$ cat src/rtl/stw_pkg.sv
package stw_pkg;
  localparam int unsigned WORD_W = 16;
  localparam logic [7:0] STW_OPCODE = 8'h78;
  localparam int unsigned OPC_LSB = 8;
  localparam int unsigned MODE_BIT = 7;
  localparam int unsigned LOAD_BIT = 3;
  localparam int unsigned DIR_OFF_W = 7;
  localparam int unsigned PAGE_W = 9;

  typedef enum logic {
    AM_DIRECT   = 1'b0,
    AM_INDIRECT = 1'b1
  } amode_e;

  typedef struct packed {
    logic [2:0]        ptr;
    logic              ovf;
    logic              ovf_mode;
    logic              one;
    logic              imask;
    logic [PAGE_W-1:0] page;
  } stat_word_t;
endpackage

$ cat src/rtl/stw_decode.sv
module stw_decode
  import stw_pkg::*;
#(
  parameter int unsigned AW   = 16,
  parameter int unsigned NAUX = 8
) (
  input  logic [WORD_W-1:0]          instr,
  input  logic [$clog2(NAUX)-1:0]    ptr_cur,
  input  logic [NAUX*AW-1:0]         aux_flat,
  output logic                       hit,
  output logic [AW-1:0]              addr,
  output logic                       nxt_load,
  output logic [$clog2(NAUX)-1:0]    nxt_ptr
);
  localparam int unsigned PW = $clog2(NAUX);

  logic [AW-1:0] aux_arr [NAUX];
  amode_e        mode;

  for (genvar k = 0; k < NAUX; k++) begin : g_aux
    assign aux_arr[k] = aux_flat[k*AW +: AW];
  end

  always_comb begin
    hit  = (instr[WORD_W-1:OPC_LSB] == STW_OPCODE);
    mode = amode_e'(instr[MODE_BIT]);
    if (mode == AM_INDIRECT) begin
      addr     = aux_arr[ptr_cur];
      nxt_load = instr[LOAD_BIT];
    end else begin
      addr     = {{(AW-DIR_OFF_W){1'b0}}, instr[DIR_OFF_W-1:0]};
      nxt_load = 1'b0;
    end
    nxt_ptr = instr[PW-1:0];
  end
endmodule

$ cat src/rtl/stw_pack.sv
module stw_pack
  import stw_pkg::*;
(
  input  logic [2:0]        ptr,
  input  logic              ovf,
  input  logic              ovf_mode,
  input  logic              imask,
  input  logic [PAGE_W-1:0] page,
  output logic [WORD_W-1:0] word
);
  stat_word_t w;

  always_comb begin
    w.ptr      = ptr;
    w.ovf      = ovf;
    w.ovf_mode = ovf_mode;
    w.one      = 1'b1;
    w.imask    = imask;
    w.page     = page;
    word       = w;
  end
endmodule

$ cat src/rtl/stw_issue.sv
module stw_issue #(
  parameter int unsigned AW = 16,
  parameter int unsigned DW = 16,
  parameter int unsigned PW = 3
) (
  input  logic          clk,
  input  logic          rst_n,
  input  logic          in_valid,
  output logic          in_ready,
  input  logic          in_hit,
  input  logic [AW-1:0] in_addr,
  input  logic [DW-1:0] in_data,
  input  logic          in_load,
  input  logic [PW-1:0] in_ptr,
  output logic          wr_valid,
  input  logic          wr_ready,
  output logic [AW-1:0] wr_addr,
  output logic [DW-1:0] wr_data,
  output logic          done,
  output logic          ptr_load,
  output logic [PW-1:0] ptr_new
);
  logic          pend_load;
  logic [PW-1:0] pend_ptr;
  logic          wr_fire;
  logic          in_fire;

  assign in_ready = !wr_valid || wr_ready;
  assign wr_fire  = wr_valid && wr_ready;
  assign in_fire  = in_valid && in_ready;

  always_ff @(posedge clk or negedge rst_n) begin
    if (!rst_n) begin
      wr_valid  <= 1'b0;
      wr_addr   <= '0;
      wr_data   <= '0;
      pend_load <= 1'b0;
      pend_ptr  <= '0;
      done      <= 1'b0;
      ptr_load  <= 1'b0;
      ptr_new   <= '0;
    end else begin
      done     <= wr_fire;
      ptr_load <= wr_fire && pend_load;
      if (wr_fire) ptr_new <= pend_ptr;
      if (in_fire) begin
        wr_valid <= in_hit;
        if (in_hit) begin
          wr_addr   <= in_addr;
          wr_data   <= in_data;
          pend_load <= in_load;
          pend_ptr  <= in_ptr;
        end
      end else if (wr_ready) begin
        wr_valid <= 1'b0;
      end
    end
  end

  p_hold_r7: assert property (@(posedge clk) disable iff (!rst_n)
    wr_valid && !wr_ready |=> wr_valid && $stable(wr_addr) && $stable(wr_data));
  p_done_r8: assert property (@(posedge clk) disable iff (!rst_n)
    done |-> $past(wr_valid && wr_ready));
  p_load_r4: assert property (@(posedge clk) disable iff (!rst_n)
    ptr_load |-> done);
endmodule

$ cat src/rtl/stw_store_unit.sv
module stw_store_unit
  import stw_pkg::*;
#(
  parameter int unsigned AW   = 16,
  parameter int unsigned NAUX = 8,
  localparam int unsigned PW  = $clog2(NAUX)
) (
  input  logic                clk,
  input  logic                rst_n,
  input  logic                instr_valid,
  output logic                instr_ready,
  input  logic [WORD_W-1:0]   instr,
  input  logic [PW-1:0]       st_arp,
  input  logic                st_ov,
  input  logic                st_ovm,
  input  logic                st_intm,
  input  logic [PAGE_W-1:0]   st_dp,
  input  logic [NAUX*AW-1:0]  aux_flat,
  output logic                wr_valid,
  input  logic                wr_ready,
  output logic [AW-1:0]       wr_addr,
  output logic [WORD_W-1:0]   wr_data,
  output logic                done,
  output logic                arp_load,
  output logic [PW-1:0]       arp_new
);
  logic              d_hit;
  logic [AW-1:0]     d_addr;
  logic              d_load;
  logic [PW-1:0]     d_ptr;
  logic [WORD_W-1:0] p_word;

  stw_decode #(.AW(AW), .NAUX(NAUX)) u_dec (
    .instr    (instr),
    .ptr_cur  (st_arp),
    .aux_flat (aux_flat),
    .hit      (d_hit),
    .addr     (d_addr),
    .nxt_load (d_load),
    .nxt_ptr  (d_ptr)
  );

  stw_pack u_pack (
    .ptr      (3'(st_arp)),
    .ovf      (st_ov),
    .ovf_mode (st_ovm),
    .imask    (st_intm),
    .page     (st_dp),
    .word     (p_word)
  );

  stw_issue #(.AW(AW), .DW(WORD_W), .PW(PW)) u_iss (
    .clk      (clk),
    .rst_n    (rst_n),
    .in_valid (instr_valid),
    .in_ready (instr_ready),
    .in_hit   (d_hit),
    .in_addr  (d_addr),
    .in_data  (p_word),
    .in_load  (d_load),
    .in_ptr   (d_ptr),
    .wr_valid (wr_valid),
    .wr_ready (wr_ready),
    .wr_addr  (wr_addr),
    .wr_data  (wr_data),
    .done     (done),
    .ptr_load (arp_load),
    .ptr_new  (arp_new)
  );

  p_accept_r6: assert property (@(posedge clk) disable iff (!rst_n)
    instr_valid && instr_ready && d_hit |=> wr_valid);
  p_const_r5: assert property (@(posedge clk) disable iff (!rst_n)
    wr_valid |-> wr_data[10]);
  p_block_r7: assert property (@(posedge clk) disable iff (!rst_n)
    wr_valid && !wr_ready |-> !instr_ready);
endmodule

$ cat config.mk
export PLATFORM = sky130hd
export DESIGN_NAME = stw_store_unit
export DESIGN_NICKNAME = d
export VERILOG_FILES = /design/src/rtl/stw_pkg.sv /design/src/rtl/stw_decode.sv /design/src/rtl/stw_pack.sv /design/src/rtl/stw_issue.sv /design/src/rtl/stw_store_unit.sv
export SDC_FILE = /design/constraint.sdc
export NUM_CORES = 1
export LEC_CHECK = 0
export BUFFER_PORTS_ARGS = -buffer_cell sky130_fd_sc_hd__buf_4
export CAP_MARGIN = 10
export CORE_UTILIZATION = 30
export CTS_CLUSTER_DIAMETER = 60
export DETAILED_ROUTE_END_ITERATION = 12
export GPL_ROUTABILITY_DRIVEN = 0
export GPL_TIMING_DRIVEN = 1
export PLACE_DENSITY = 0.76
export SYNTH_ARGS = -nofsm -noshare
export SYNTH_HDL_FRONTEND = slang
export SYNTH_SLANG_ARGS = --single-unit
$ cat constraint.sdc
create_clock -name clk -period 1.2 [get_ports clk]
set_input_delay 0.12 -clock clk [delete_from_list [all_inputs] [get_ports clk]]
set_output_delay 0.12 -clock clk [all_outputs]
set_load 0.03 [all_outputs]
Word-level counts from Yosys, hierarchy flattened
Cells that the tools add are included.
{"block": "op_classes", "n_addsub": 0, "mul": 0, "n_div": 0, "n_lt_le_gt_ge": 1, "eq_ne": 1, "shift": 0, "n_mux": 7, "bitwise_logic": 1, "reduce_logical": 7}
{"op": "$bmux W16 S3", "n": 1}
{"op": "$mux W16", "n": 3}
{"op": "$eq A8 B7 Y1 const B", "n": 1}
{"op": "$ge A4 B4 Y1 const B", "n": 1}
{"op": "$not A3 Y4", "n": 1}
{"op": "$logic_and A1 B1 Y1", "n": 3}
{"op": "$mux W1", "n": 3}
{"op": "$reduce_and A2 Y1", "n": 1}
{"op": "$reduce_bool A2 Y1", "n": 1}
{"op": "$logic_not A1 Y1", "n": 1}
{"op": "$logic_or A1 B1 Y1", "n": 1}
{"block": "word_totals", "ff_bits": 42, "latchBits": 0, "mem_bits_rw": 0, "rom_bits": 0, "input_bits": 163, "out_inout_bits": 39, "mem_count": 0}

Depth between registers and ports, before layout
Gate-level depths: netlist (run 1).
{"block": "depth", "ltp_word": 5, "mapped_depth": 6, "mapped_depth_nobuf": 4}

Modules after synthesis
A second synthesis (run 1) with hierarchy kept.
{"block": "hier_totals", "hier_cells": 232, "hier_area_um2": 3106.7}
{"module": "stw_issue", "instances": 1, "cells_each": 92, "area_each_um2": 1732.9}
{"module": "stw_decode", "instances": 1, "cells_each": 123, "area_each_um2": 1249.9}
{"module": "stw_pack", "instances": 1, "cells_each": 17, "area_each_um2": 123.9}

Worst setup path before layout (run 1)
Ideal clock, no wire load.
{"block": "synth_path", "path_kind": "register to register", "from": "reg u_iss.wr_valid", "to": "reg u_iss.pend_ptr[0]", "setup_ps": 125, "arrival_ps": 1731, "setup_slack_ps": -656, "stages_incl_launch_ff": 6, "path_buffers": 2, "path_cell_list": "dfrtp_1 > nand2b_1 > nand4b_1 > buf_2 > buf_2 > mux2_2"}
{"block": "synth_between", "elab_chain_cells": 4}
{"element": "start: declaration", "line_no": "stw_issue.sv:15", "text": "output logic wr_valid,"}
{"element": "start signal: assignment", "line_no": "stw_issue.sv:47", "text": "wr_valid <= in_hit;"}
{"element": "$logic_not A1 Y1", "line_no": "stw_issue.sv:28", "text": "assign in_ready = !wr_valid || wr_ready;"}
{"element": "$logic_or A1 B1 Y1", "line_no": "stw_issue.sv:28"}
{"element": "named net instr_ready", "line_no": "stw_store_unit.sv:11", "text": "output logic instr_ready,"}
{"element": "$logic_and A1 B1 Y1", "line_no": "stw_issue.sv:30", "text": "assign in_fire = in_valid && in_ready;"}
{"element": "$reduce_and A2 Y1 (no source line)"}
{"element": "end signal: assignment", "line_no": "stw_issue.sv:52", "text": "pend_ptr <= in_ptr;"}
{"element": "end: declaration", "line_no": "stw_issue.sv:24", "text": "logic [PW-1:0] pend_ptr;"}
The timed path passes the listed nets, and every way through them passes these cells.
A chain may end at the register's enable or synchronous reset.

Worst setup path in the final report (run 1)
{"block": "layout_path", "from": "reg u_iss.wr_valid", "to": "reg u_iss.pend_ptr[1]"}
{"block": "layout_between", "elab_chain_cells": 4}
{"element": "$logic_not A1 Y1", "line_no": "stw_issue.sv:28"}
{"element": "$logic_or A1 B1 Y1", "line_no": "stw_issue.sv:28"}
{"element": "$logic_and A1 B1 Y1", "line_no": "stw_issue.sv:30"}
{"element": "$reduce_and A2 Y1 (no source line)"}
Every way passes these cells.

==> results of run 1 <==
per-stage QoR:
stage / std cells / setup TNS (ns) / utilization, %
global route: 483 / -5.96 / 53.0
global placement: 474 / -7.30 / 51.1
CTS: 483 / -4.46 / 52.5
floorplan: 173 / -7.10 / -
finish: 483 / -4.01 / 53.0
detailed placement: 474 / -7.97 / 51.1
cells in the mapped netlist (2+ instances only):
| master | count |
|---|---|
| a211oi_1 | 7 |
| a21o_1 | 7 |
| a22o_1 | 9 |
| buf_2 | 7 |
| buf_6 | 2 |
| clkbuf_1 | 5 |
| dfrtp_1 | 42 |
| inv_1 | 2 |
| mux2_2 | 30 |
| mux2i_1 | 7 |
| mux4_1 | 9 |
| mux4_2 | 23 |
| nand2_1 | 5 |
| nand2b_1 | 2 |
| nor2_1 | 8 |
report_power, final:
group | switching, W | internal, W
combinational | 0.000383 | 0.000660
clock | 0.000480 | 0.000463
sequential | 0.0000297 | 0.00147
how the worst max path moves through the flow:
stage	from	to	slack, ns	cells after the start
after floorplan	u_iss.wr_valid	u_iss.pend_ptr[0]	-0.24	5
after global placement	st_arp[1]	u_iss.wr_addr[15]	-0.38	4
after detailed placement	st_arp[1]	u_iss.wr_addr[7]	-0.43	4
after CTS	u_iss.wr_valid	u_iss.wr_data[12]	-0.15	4
after global routing	u_iss.wr_valid	u_iss.wr_data[1]	-0.21	5
final	u_iss.wr_valid	u_iss.pend_ptr[1]	-0.17	5
cell type report:
type,instances,area [um2]
Clock buffer,6,82.6
Clock inverter,2,12.5
Fill cell,730,3900
Inverter,2,7.51
Multi-Input combinational cell,112,1480
Sequential cell,42,1050
Tap cell,105,131
Timing Repair Buffer,214,1640
per-layer routing:
metal	vias up	global-route usage, %
met3	21	3.19
met2	128	27.9
met4	0	7.32
met1	1146	19.9
li1	1098	-
met5	-	0
kinds of logic after synthesis:
group / after synthesis / share of synthesized area [%]
mux: 69 / 44.6
flops: 42 / 40.3
compound gates: 24 / 7.24
simple gates: 19 / 3.50
buf+inv: 19 / 4.41
layout by cell type, fill, tap and decap left out, types with 2 or more instances in the layout:
cell type  netlist  final
a211oi_1         7      2
a211oi_2         0      5
a21o_1           7      7
a22o_1           9      9
buf_4            1    208
buf_6            2      4
clkbuf_8         0      6
dfrtp_1         42     41
inv_1            2      2
mux2_2          30     29
mux2i_1          7      7
mux4_1           9      6
mux4_2          23     26
nand2_1          5      5
nor2_1           8      7
state kept, by name (all words and copies together) (netlist names):
name,count
u_iss.ptr_load,1
u_iss.wr_data,16
u_iss.pend_load,1
u_iss.ptr_new,3
u_iss.wr_addr,16
u_iss.pend_ptr,3
u_iss.done,1
u_iss.wr_valid,1
repair_timing:
item / CTS / global route
resized for setup: 2 / 10
endpoints found under the setup margin: 35 / 35
hold endpoints to repair: 42 / 0
pin swaps: 2 / 1
hold buffers: 1 / 0
worst max-delay path, delay by kind of cell, from the launching register on:
kind	cells	cell delay [ns]
buffers and inverters	2	0.32
DFF	1	0.43
muxes	1	0.28
and+or+nand+nor	2	0.23
==> summary.md, run 1 <==
| Metric | Value |
|---|---|
| CP endpoint kind | flip-flop |
| Worst slew margin | 64.2% |
| Hold Path Depth | 2 |
| R2R depth | 5 |
| I/O pins | 202 |
| All-Layer GR Usage | 16.3% |
| Final WS setup | -0.171 ns |
| Syn-to-layout area delta | 68.6% |
| ANT nets after route | 0 |
| Data arrival time of the critical path | 1.55 ns |
| Peak supply drop | 383 uV |
| Distinct cells, synth | 23 |
| # Post-CTS Setup Buffers | 0 |
| CTS buffer count | 5 |
| WP data required | 1.38 ns |
| CP startpoint kind | flip-flop |
| Crit path max fanout | 7 |
| CP peak stage delay | 0.43 ns |
| Leakage | 2.31 nW |
| # DRC | 0 |
| WL met2 | 4080 um |
| Deepest clock path buffer count | 2 |
| Hold EP | u_iss.wr_data[3] |
| Die Y-Extent | 95.3 um |
| # clock sinks | 42 |
| Syn Inst Count | 173 |
| Worst min path class | in2reg |
| Initial antenna violation count | 0 |
| Worst-Skew Late Latency | 0.29 ns |
| Total wire length | 7740 um |
| Slew at the pin with the worst max-slew slack | 0.537 ns |
| Cell mode on critical path | buf_6 |
| Reg-to-Reg Start | u_iss.wr_valid |
| Top Metal Used | met4 |
| Finished Cell Area | 0.00440 mm2 |
| Pins over their slew limit | 0 |
| DP Area | 0.00424 mm2 |
| Met3 wire length | 511 um |
| Max-cap violations | 0 |
| Input/output buffers | 201 |
| DR vias | 2393 |
| Cell Rows | 33 |
| Clock Skew | 0.00471 ns |
| WS Path Type | reg2reg |
| Vias per Instance | 4.95 |
| R2R Path End | u_iss.pend_ptr[1] |
| Largest net degree at the start of global routing | 43 |
| Number of synthesized flops with an enable pin | 0 |
| Sequential area share after synthesis | 40.3% |
| Die area | 0.00907 mm2 |
| Fmax | 729 MHz |
| Core area | 0.00830 mm2 |
| Netlist Area Pre-Place | 0.00261 mm2 |
| Post-synth ARST share | 100% |
| Ant. Diodes | 0 |
| Clock slew at reported path FFs | 0.09 ns |
| Final Hold Vio Count | 0 |
| Yosys top cell area share | 40.3% |
| Post-layout min period | 1.37 ns |
| DP HPWL | 6350 um |
| Number of iterations in the first detailed-routing pass | 4 |
| Vias in the first global route | 2333 |
| Layout cells sized above 1 | 75.4% |
| Routed WL per cell | 16.0 um |
| CP Cell Sequence | nand2b_4, nand4b_1, buf_6, buf_6, mux2_4 |
| RSZ-0062 raised after global routing | true |
| Grt ovf | 0 |
| Period utilization | 114% |
| Dominant cells by area after synthesis | dfrtp_1, mux4_2, mux2_2 |
| Nets | 540 |
| Clk root buf | clkbuf_8 |
| PD cells | 792 mW/mm2 |
| Hold_sp | st_dp[3] |
| Net count after synthesis | 336 |
| Failing checks | setup timing |
| FF-to-FF setup slack | -0.17 ns |
| Main synth FF type | dfrtp_1 |
| Final Power | 0.00348 W |
| First-pass GRT wire length | 11300 um |
| Critical-path top delay cell | dfrtp_2 |
| Status | finished with violations |
| Pre-CTS setup slack | -0.429 ns |
| Largest area contributor in the netlist | dfrtp_1 |
| Yosys reg bits | 42 |
| Hold slack | 0.0570 ns |
| Synth warn | 0 |
| Initial core utilization | 31.4% |
| Iteration-0 DRC Markers | 60 |
| Wl on met1 | 2940 um |
| Final setup fails | 35 |
| CTS tree | yes |
| DIE WIDTH | 95.3 um |
| Syn_area_per_cell | 15.1 um2 |
| H-tree depth | 2 |
(Power assumes the default switching activity.)
==> run 2: changes to the inputs <==
Settings changed: CORE_ASPECT_RATIO set to 1.2.
==> run 2 against run 1 <==
- the run still ends with setup timing left
- register-to-register slack better by 0.03 ns
- sequential power is essentially flat
- wire length up 0.98%
- flip-flop and latch count did not move
- die area is essentially flat
- clock power increased by 16%
- clock-buffer cell count is the same
- design area rose by 4.8%
- utilization rose by 2.6 points
- critical path depth unchanged
- via count is 1.4% higher
- non-clock buffer count rose by 10
- critical path type unchanged
==> summary.md, run 2 (same netlist as run 1, synthesis figures left out) <==
| Metric | Value |
|---|---|
| Final WS setup | -0.145 ns |
| PD cells | 796 mW/mm2 |
| Status | finished with violations |
| Initial core utilization | 31.5% |
| Cell Rows | 36 |
| Footprint of the multi-input gates | 0.00149 mm2 |
| Total wire length | 7820 um |
| Layout cells sized above 1 | 76.8% |
| Final Util | 55.6% |
| Input/output buffers | 201 |
| Critical-path top delay cell | dfrtp_2 |
| Routed WL per cell | 15.6 um |
| CP startpoint kind | flip-flop |
| Peak supply drop | 399 uV |
| Vias in the first global route | 2586 |
| Sw frac | 24.1% |
| Grt ovf | 0 |
| WP data required | 1.37 ns |
| Iteration-0 DRC Markers | 96 |
| FILL cells | 751 |
| Syn-to-layout area delta | 76.7% |
| Worst-Skew Late Latency | 0.28 ns |
| Crit path max fanout | 12 |
| Die Y-Extent | 104 um |
| I/O pins | 202 |
| Final setup fails | 35 |
| Initial antenna violation count | 0 |
| Combinational Power Share | 29.6% |
| Pins over their slew limit | 0 |
| Cell Int Power | 0.00279 W |
| DIE WIDTH | 87.1 um |
| Leakage | 2.40 nW |
| Placed cells | 488 |
| Core area | 0.00829 mm2 |
| Worst min path class | in2reg |
| Biggest regs | u_iss.wr_addr: 16 flops, u_iss.wr_data: 16 flops |
| Final Power | 0.00367 W |
| Deepest clock path buffer count | 2 |
| Failing checks | setup timing |
| Slew at the pin with the worst max-slew slack | 0.523 ns |
| CP endpoint kind | flip-flop |
| DR vias | 2426 |
| # clock sinks | 42 |
| Clock Skew | 0.00206 ns |
| Clk root buf | clkbuf_8 |
| CP Cell Sequence | nand2b_4, nand4b_1, buf_4, buf_12, mux2_2 |
| FF/Latch Area | 0.00105 mm2 |
| Commonest non-fill, non-tap cell in the layout | buf_4 |
| CP peak stage delay | 0.43 ns |
| ANT nets after route | 0 |
| Vias per Instance | 4.83 |
| Max-cap violations | 0 |
| Part of the power in registers | 40.8% |
| Most frequent cells in the layout | buf_4, dfrtp_1, mux2_2 |
| Largest net degree at the start of global routing | 43 |
| CTS tree | yes |
| CTS buffer count | 5 |
| P_sw | 0.000884 W |
| Post-layout min period | 1.34 ns |
| Nets | 550 |
| WS Path Type | reg2reg |
| All-Layer GR Usage | 16.8% |
| Die area | 0.00907 mm2 |
| Final Hold Vio Count | 0 |
| Clock slew at reported path FFs | 0.08 ns |
| Cell Count, Final, Fillers Out | 502 |
| Ant. Diodes | 0 |
| Fmax | 744 MHz |
| Data arrival time of the critical path | 1.52 ns |
| RSZ-0062 raised after global routing | true |
| DP HPWL | 6350 um |
| # DRC | 0 |
| Worst slew margin | 65.1% |
| H-tree depth | 2 |
| Period utilization | 112% |
| Clk pwr share | 29.6% |
| First-pass GRT wire length | 11900 um |
| Number of iterations in the first detailed-routing pass | 3 |
run 2: cell type report:
type | instances | share of cell area, %
repair buffers | 224 | 39.3
multi-input cells | 112 | 32.2
flip-flops and latches | 42 | 22.8
well taps | 114 | 3.09
clock buffers | 6 | 1.57
clock inverters | 2 | 0.814
inverters | 2 | 0.163
run 2: metrics by stage:
stage | TNS, ns | area [um2] | hold WS (ns) | setup WS, ns
global route | -5.00 | 4610 | 0.0517 | -0.190
detailed placement | -7.19 | 4340 | 0.137 | -0.393
CTS | -3.37 | 4510 | 0.0551 | -0.141
finish | -3.59 | 4610 | 0.0666 | -0.145
global placement | -6.88 | 4340 | 0.138 | -0.363
floorplan | -7.10 | 2660 | -0.176 | -0.241
run 2: per-layer routing:
metal  routed length, um  global-route usage (%)  part of all wire (%)
met1                2910                    19.2                    37
met2                4270                    31.2                    55
met3                 456                    2.54                   5.8
met4                 177                    5.85                   2.3
met5                   0                       0                     0
run 2: critical path: cells and delay by family, from the launching register on:
family | cells | cell delay, ns
flops | 1 | 0.43
simple gates | 2 | 0.21
buf+inv | 2 | 0.33
mux | 1 | 0.26
run 2: power by group through the flow:
stage / clock (W) / combinational [W] / sequential [W]
CTS: 0.00113 / 0.00108 / 0.00150
global route: 0.00120 / 0.00116 / 0.00150
detailed placement: 0 / 0.00107 / 0.00153
global placement: 0 / 0.00105 / 0.00152
finish: 0.00109 / 0.00109 / 0.00150
floorplan: 0 / 0.000393 / 0.00163
run 2: timing repair:
| action | 4_1_cts | 5_1_grt |
|---|---|---|
| gates resized for setup | 6 | 16 |
| gates cloned | 0 | 2 |
| pin swaps | 2 | 10 |
| buffers inserted | 2 | 1 |
| hold buffers | 1 | 0 |
| endpoints found under the hold margin | 42 | 0 |
| endpoints found under the setup margin | 33 | 38 |
run 2: worst paths after layout:
kind / depth (start not counted) / to / start / slack (ns)
min: 2 / u_iss.wr_data[2] / st_dp[2] / 0.07
max reg2reg: 5 / u_iss.wr_data[1] / u_iss.wr_valid / -0.14
max: 5 / u_iss.wr_data[1] / u_iss.wr_valid / -0.14
min in group asynchronous: 2 / u_iss.wr_data[6] / rst_n / 0.38
max in group asynchronous: 2 / u_iss.wr_valid / rst_n / 0.44
min reg2reg: 1 / u_iss.wr_addr[3] / u_iss.wr_addr[3] / 0.48
